<file path="src/rtl/tmr_pkg.sv">
package tmr_pkg;

    localparam int unsigned TMR_BYTE_W = 8;
    localparam int unsigned TMR_MODE_W = 2;
    localparam logic [TMR_MODE_W-1:0] TMR_MODE_CONT = 2'b01;

    typedef enum logic [1:0] {
        SLOT_CNT_LO = 2'd0,
        SLOT_CNT_HI = 2'd1,
        SLOT_LAT_LO = 2'd2,
        SLOT_LAT_HI = 2'd3
    } slot_e;

endpackage

</file>
<file path="src/rtl/tmr_regs.sv">
module tmr_regs
    import tmr_pkg::*;
#(
    parameter int unsigned BYTE_W = TMR_BYTE_W
) (
    input  logic                  clk,
    input  logic                  rst_n,
    input  logic                  wr_en_i,
    input  logic                  rd_en_i,
    input  logic [1:0]            addr_i,
    input  logic [BYTE_W-1:0]     wr_data_i,
    output logic [2*BYTE_W-1:0]   latch_q_o,
    output logic [2*BYTE_W-1:0]   latch_d_o,
    output logic                  load_o,
    output logic                  clr_o
);
    localparam int unsigned CNT_W = 2 * BYTE_W;

    typedef struct packed {
        logic [CNT_W-1:0] latch;
        logic             clr;
    } regs_st_t;

    regs_st_t st_d, st_q;
    logic     load_d;

    always_comb begin
        st_d     = st_q;
        st_d.clr = 1'b0;
        load_d   = 1'b0;
        if (wr_en_i) begin
            case (slot_e'(addr_i))
                SLOT_CNT_LO, SLOT_LAT_LO: begin
                    st_d.latch[BYTE_W-1:0] = wr_data_i;
                end
                SLOT_CNT_HI: begin
                    st_d.latch[CNT_W-1:BYTE_W] = wr_data_i;
                    st_d.clr = 1'b1;
                    load_d   = 1'b1;
                end
                SLOT_LAT_HI: begin
                    st_d.latch[CNT_W-1:BYTE_W] = wr_data_i;
                    st_d.clr = 1'b1;
                end
                default: ;
            endcase
        end
        if (rd_en_i && (slot_e'(addr_i) == SLOT_CNT_LO)) begin
            st_d.clr = 1'b1;
        end
    end

    always_ff @(posedge clk or negedge rst_n) begin
        if (!rst_n) begin
            st_q.latch <= '1;
            st_q.clr   <= 1'b0;
        end else begin
            st_q <= st_d;
        end
    end

    assign latch_q_o = st_q.latch;
    assign latch_d_o = st_d.latch;
    assign load_o    = load_d;
    assign clr_o     = st_q.clr;

endmodule

</file>
<file path="src/rtl/tmr_core.sv">
module tmr_core #(
    parameter int unsigned CNT_W = 16
) (
    input  logic             clk,
    input  logic             rst_n,
    input  logic             tick_i,
    input  logic             load_i,
    input  logic [CNT_W-1:0] latch_i,
    output logic [CNT_W-1:0] count_o,
    output logic             hit_o
);
    typedef struct packed {
        logic [CNT_W-1:0] count;
    } core_st_t;

    core_st_t st_d, st_q;
    logic     hit_d;

    always_comb begin
        st_d  = st_q;
        hit_d = 1'b0;
        if (load_i) begin
            st_d.count = latch_i;
        end else if (tick_i) begin
            if (st_q.count == '1) begin
                st_d.count = latch_i;
            end else begin
                st_d.count = st_q.count - CNT_W'(1);
            end
            hit_d = (st_d.count == '0);
        end
    end

    always_ff @(posedge clk or negedge rst_n) begin
        if (!rst_n) begin
            st_q.count <= '1;
        end else begin
            st_q <= st_d;
        end
    end

    assign count_o = st_q.count;
    assign hit_o   = hit_d;

endmodule

</file>
<file path="src/rtl/tmr_evt.sv">
module tmr_evt #(
    parameter int unsigned          MODE_W    = 2,
    parameter logic [MODE_W-1:0]    MODE_CONT = 2'b01
) (
    input  logic              clk,
    input  logic              rst_n,
    input  logic              hit_i,
    input  logic [MODE_W-1:0] mode_i,
    output logic              evt_o
);
    typedef struct packed {
        logic evt;
    } evt_st_t;

    evt_st_t st_d, st_q;

    always_comb begin
        st_d.evt = hit_i && (mode_i == MODE_CONT);
    end

    always_ff @(posedge clk or negedge rst_n) begin
        if (!rst_n) begin
            st_q.evt <= 1'b0;
        end else begin
            st_q <= st_d;
        end
    end

    assign evt_o = st_q.evt;

endmodule

</file>
<file path="src/rtl/ivl_timer.sv">
module ivl_timer
    import tmr_pkg::*;
#(
    parameter int unsigned                BYTE_W    = TMR_BYTE_W,
    parameter int unsigned                MODE_W    = TMR_MODE_W,
    parameter logic [TMR_MODE_W-1:0]      MODE_CONT = TMR_MODE_CONT
) (
    input  logic                  clk,
    input  logic                  rst_n,
    input  logic                  tick_i,
    input  logic [MODE_W-1:0]     mode_i,
    input  logic                  wr_en_i,
    input  logic                  rd_en_i,
    input  logic [1:0]            addr_i,
    input  logic [BYTE_W-1:0]     wr_data_i,
    output logic [BYTE_W-1:0]     rd_data_o,
    output logic [2*BYTE_W-1:0]   count_o,
    output logic                  evt_o,
    output logic                  flag_clr_o
);
    localparam int unsigned CNT_W = 2 * BYTE_W;

    logic [CNT_W-1:0] latch_q;
    logic [CNT_W-1:0] latch_d;
    logic             load;
    logic             hit;

    tmr_regs #(.BYTE_W(BYTE_W)) u_regs (
        .clk       (clk),
        .rst_n     (rst_n),
        .wr_en_i   (wr_en_i),
        .rd_en_i   (rd_en_i),
        .addr_i    (addr_i),
        .wr_data_i (wr_data_i),
        .latch_q_o (latch_q),
        .latch_d_o (latch_d),
        .load_o    (load),
        .clr_o     (flag_clr_o)
    );

    tmr_core #(.CNT_W(CNT_W)) u_core (
        .clk     (clk),
        .rst_n   (rst_n),
        .tick_i  (tick_i),
        .load_i  (load),
        .latch_i (latch_d),
        .count_o (count_o),
        .hit_o   (hit)
    );

    tmr_evt #(.MODE_W(MODE_W), .MODE_CONT(MODE_CONT)) u_evt (
        .clk    (clk),
        .rst_n  (rst_n),
        .hit_i  (hit),
        .mode_i (mode_i),
        .evt_o  (evt_o)
    );

    always_comb begin
        case (slot_e'(addr_i))
            SLOT_CNT_LO: rd_data_o = count_o[BYTE_W-1:0];
            SLOT_CNT_HI: rd_data_o = count_o[CNT_W-1:BYTE_W];
            SLOT_LAT_LO: rd_data_o = latch_q[BYTE_W-1:0];
            SLOT_LAT_HI: rd_data_o = latch_q[CNT_W-1:BYTE_W];
            default:     rd_data_o = '0;
        endcase
    end

endmodule

</file>
<file path="config.mk">
export PLATFORM = sky130hd
export DESIGN_NAME = ivl_timer
export DESIGN_NICKNAME = d
export VERILOG_FILES = /design/src/rtl/tmr_pkg.sv /design/src/rtl/tmr_regs.sv /design/src/rtl/tmr_core.sv /design/src/rtl/tmr_evt.sv /design/src/rtl/ivl_timer.sv
export SDC_FILE = /design/constraint.sdc
export NUM_CORES = 1
export LEC_CHECK = 0
export ABC_AREA = 1
export ABC_CLOCK_PERIOD_IN_PS = 1900
export BUFFER_PORTS_ARGS = -buffer_cell sky130_fd_sc_hd__buf_2
export CORE_MARGIN = 1
export CORE_UTILIZATION = 45
export CTS_BUF_LIST = sky130_fd_sc_hd__clkbuf_8 sky130_fd_sc_hd__clkbuf_16
export DETAILED_ROUTE_END_ITERATION = 16
export GPL_TIMING_DRIVEN = 0
export PLACE_DENSITY_LB_ADDON = 0.05
export SYNTH_ARGS = -nofsm -noshare
export SYNTH_HDL_FRONTEND = slang
export SYNTH_SLANG_ARGS = --single-unit
export TNS_END_PERCENT = 1
</file>
<file path="constraint.sdc">
create_clock -name clk -period 1.9 [get_ports clk]
set_input_delay 0.095 -clock clk [delete_from_list [all_inputs] [get_ports clk]]
set_output_delay 0.095 -clock clk [all_outputs]
set_load 0.03 [all_outputs]
</file>
==> flow_summary.ini <==
[floorplanning]
die_x_um = 75.6
start_util = 0.471
die_height_um = 75.6
io-pin-count = 43
design.die.area_sq_um = 5720
placementRows = 26
placeableCoreArea_sq_um = 5170

[pwr]
p_leak_nw = 1.45
internal_power_mw = 1.92
seq_power_share = 0.338
pwr_density_cell_nw_per_um2 = 1270
power_dissipated_by_switching_net_loads_mw = 1.85
p_comb_frac = 0.507
swShare = 0.491
irDropWorstVdd_mv = 0.757
design_power_total_mw = 3.77
p_clk_frac = 0.155

[logic_synthesis]
synth-warning-count = 0
async_reset_ff_frac = 1.00
synth.avg_cell_area_sq_um = 6.95
synth-edff-count = 0
synth-seq-area-share = 0.365
postSynthRegisterBits = 34
syn_inst = 351
post_synth_design_cell_area_sq_um = 2440
synth.distinct_cells = 35
synth-main-ff-cell = sky130_fd_sc_hd__dfstp_2
synth_nets = 370

[outcome]
status = finished with violations
violations = setup timing

[sta]
fin_crit_ns = 1.90
relSlewSlack = 0.474
slack_of_the_critical_path_ns = -0.00392
timing.final.setup_violations = 1
grt_setup_unrepaired = true
slew_viol_final = 0
clock_skew_ns = 0.00674
max_slew.worst_pin.slew_ns = 0.789
fin_crit_sh = 1.00
achievable-frequency_mhz = 525
final.setup.tns_ns = -0.00392
hold_violations = 0

[worst_setup_path]
critical_path.endpoint_type = register
critPathLaunch = u_core.count_o[1]
r2r.worst_path.cells = 11
critPathMaxFanout = 3
setup.worst_path.end = u_evt.evt_o
rr_startpoint = u_core.count_o[1]
timing.setup.critical_path_class = reg -> reg
r2r_setup_slack_ns = -0.004
worst_setup_path_start_kind = register
timing.critical_path.required_ns = 2.12
cp.arrival_ns = 2.13
critical_path.reg2reg.endpoint = u_evt.evt_o

[detailed_routing]
drtPass1Iterations = 4
post_drt_via_cell_ratio = 5.22
route.final.wire_length_mm = 7.72
detail_route.iter0.violations = 199
vias = 2473
detail-route-antenna-nets = 0
drt-wirelength-per-cell_um = 16.3
remaining_drc_errors = 0

[layout]
post_layout_nonfiller_instances = 474
nNetsFinal = 422
mostFrequentLayoutCells = sky130_fd_sc_hd__nand2_1 (105), sky130_fd_sc_hd__inv_1 (45), sky130_fd_sc_hd__buf_2 (43)
area_growth_syn_to_layout_pct = 21.3
layout-drive-gt1-share = 0.329
final_core_utilization = 0.572
diodes = 0
postLayoutCellArea_sq_um = 2960
mostFrequentLayoutCell = sky130_fd_sc_hd__nand2_1
num-fill-cells = 522

[placed_design]
detailed_place.area_sq_um = 2730
placed_cells_incl_taps = 461
gpl.final_weighted_congestion = 0.956
hpwl_mm = 5.79
buffer_ports.inserted = 40

[job]
maxCapViolCount = 0

[clock_tree]
insertion_delay_ns = 0.29
cts_tree = built
clock_tree.htree_level_count = 2
clk_transition_reported_paths_ns = 0.08
clock-root-buffer = sky130_fd_sc_hd__clkbuf_8
cts_buffers = 5
max-clock-path-buffers = 2
cts_num_sinks = 34

[hold_path]
timing.hold.worst.class = in -> reg
timing.hold.worst_path_depth = 3

[grt]
global_route.overflow_total = 0
global_route.usage.total = 0.294
maximum_number_of_pins_on_one_net_before_global_route_repair = 35
antenna_found_initial = 0
grt_pass1_vias = 2362
first_pass_grt_wire_length_mm = 12.0
## cells by family (layout without fill, tap and decap cells)
logic type | after synthesis | in the layout | synth area share
compound gates | 52 | 52 | 0.144
xor+xnor | 7 | 7 | 0.0251
fa+ha+maj | 2 | 2 | 0.0103
buf+inv | 61 | 114 | 0.113
flops | 34 | 34 | 0.365
simple gates | 195 | 195 | 0.342
## power by group through the flow
stage               clock network (mW)  registers [mW]  logic, mW
global route                     0.622            1.29       2.11
finish                           0.582            1.27       1.91
floorplan                            0            1.44       1.06
detailed placement                   0            1.25       1.78
global placement                     0            1.25       1.77
CTS                              0.600            1.27       1.79
## synth_stat cells, drive strengths merged, types with 2 or more instances
library cell  instances  area, sq um
o21ai                22          129
o211ai                5         37.5
nand3                24          120
o221ai               10         87.6
xor2                  7         61.3
buf                  10         80.1
inv                  50          193
ha                    2         25.0
nand2               118          475
nor2                 44          183
a21oi                10         57.6
dfrtp                 2         50.1
dfstp                32          841
nand4                 6         37.5
## cell type report
class	instances	area, sq um	share of cell area
multi-input cells	256	1360	0.461
flip-flops and latches	34	891	0.301
repair buffers	46	250	0.0846
inverters	50	193	0.0651
well taps	70	87.6	0.0296
clock buffers	6	82.6	0.0279
plain buffers	10	78.8	0.0266
clock inverters	2	12.5	0.00423
## stage by stage
step,setup WS [ns],hold WS [ns]
after global routing,-0.104,0.0796
after detailed placement,-0.132,0.214
after CTS,0.00767,0.0643
after global placement,-0.134,0.218
after floorplan,0.135,-0.201
final,-0.00392,0.0666
## state kept, by name (all words and copies together), names as in the netlist
register	flops
u_evt.evt_o	1
u_core.count_o	16
u_regs.latch_q_o	16
u_regs.clr_o	1
## repair_timing
| item | CTS | global route |
|---|---|---|
| endpoints found under the setup margin | 1 | 3 |
| setup buffers | 1 | 3 |
| hold buffers | 2 | 0 |
| resized for setup | 7 | 19 |
| pin swaps | 1 | 11 |
| hold endpoints to repair | 3 | 0 |
## worst max-delay path, cell delays in order (launching register included)
cell and delay [ns]:
sky130_fd_sc_hd__dfstp_2 0.57, sky130_fd_sc_hd__buf_4 0.13, sky130_fd_sc_hd__inv_1 0.06, sky130_fd_sc_hd__ha_2 0.21, sky130_fd_sc_hd__xor2_1 0.14, sky130_fd_sc_hd__o21ai_0 0.08
sky130_fd_sc_hd__nand2_1 0.10, sky130_fd_sc_hd__nor2_1 0.12, sky130_fd_sc_hd__nand2_1 0.07, sky130_fd_sc_hd__nor2_2 0.13, sky130_fd_sc_hd__nand3_1 0.10, sky130_fd_sc_hd__nor2_1 0.12
## worst min path at each step
stage / slack [ns] / endpoint / start
floorplan: -0.20 / u_evt.evt_o / rst_n
global placement: 0.22 / u_regs.clr_o / rst_n
detailed placement: 0.21 / u_regs.clr_o / rst_n
CTS: 0.06 / u_regs.latch_q_o[1] / wr_data_i[1]
global route: 0.08 / u_regs.latch_q_o[7] / wr_data_i[7]
finish: 0.07 / u_regs.latch_q_o[2] / wr_data_i[2]
## routing by layer
metal	part of all wire	wire [um]	vias to the layer above	GRT usage
li1	-	-	1230	-
met1	0.44	3430	1140	0.390
met2	0.48	3680	85	0.486
met3	0.057	441	18	0.0450
met4	0.022	169	0	0.109
met5	0	0	-	0
Note: power is estimated with default switching activity, not from simulation.
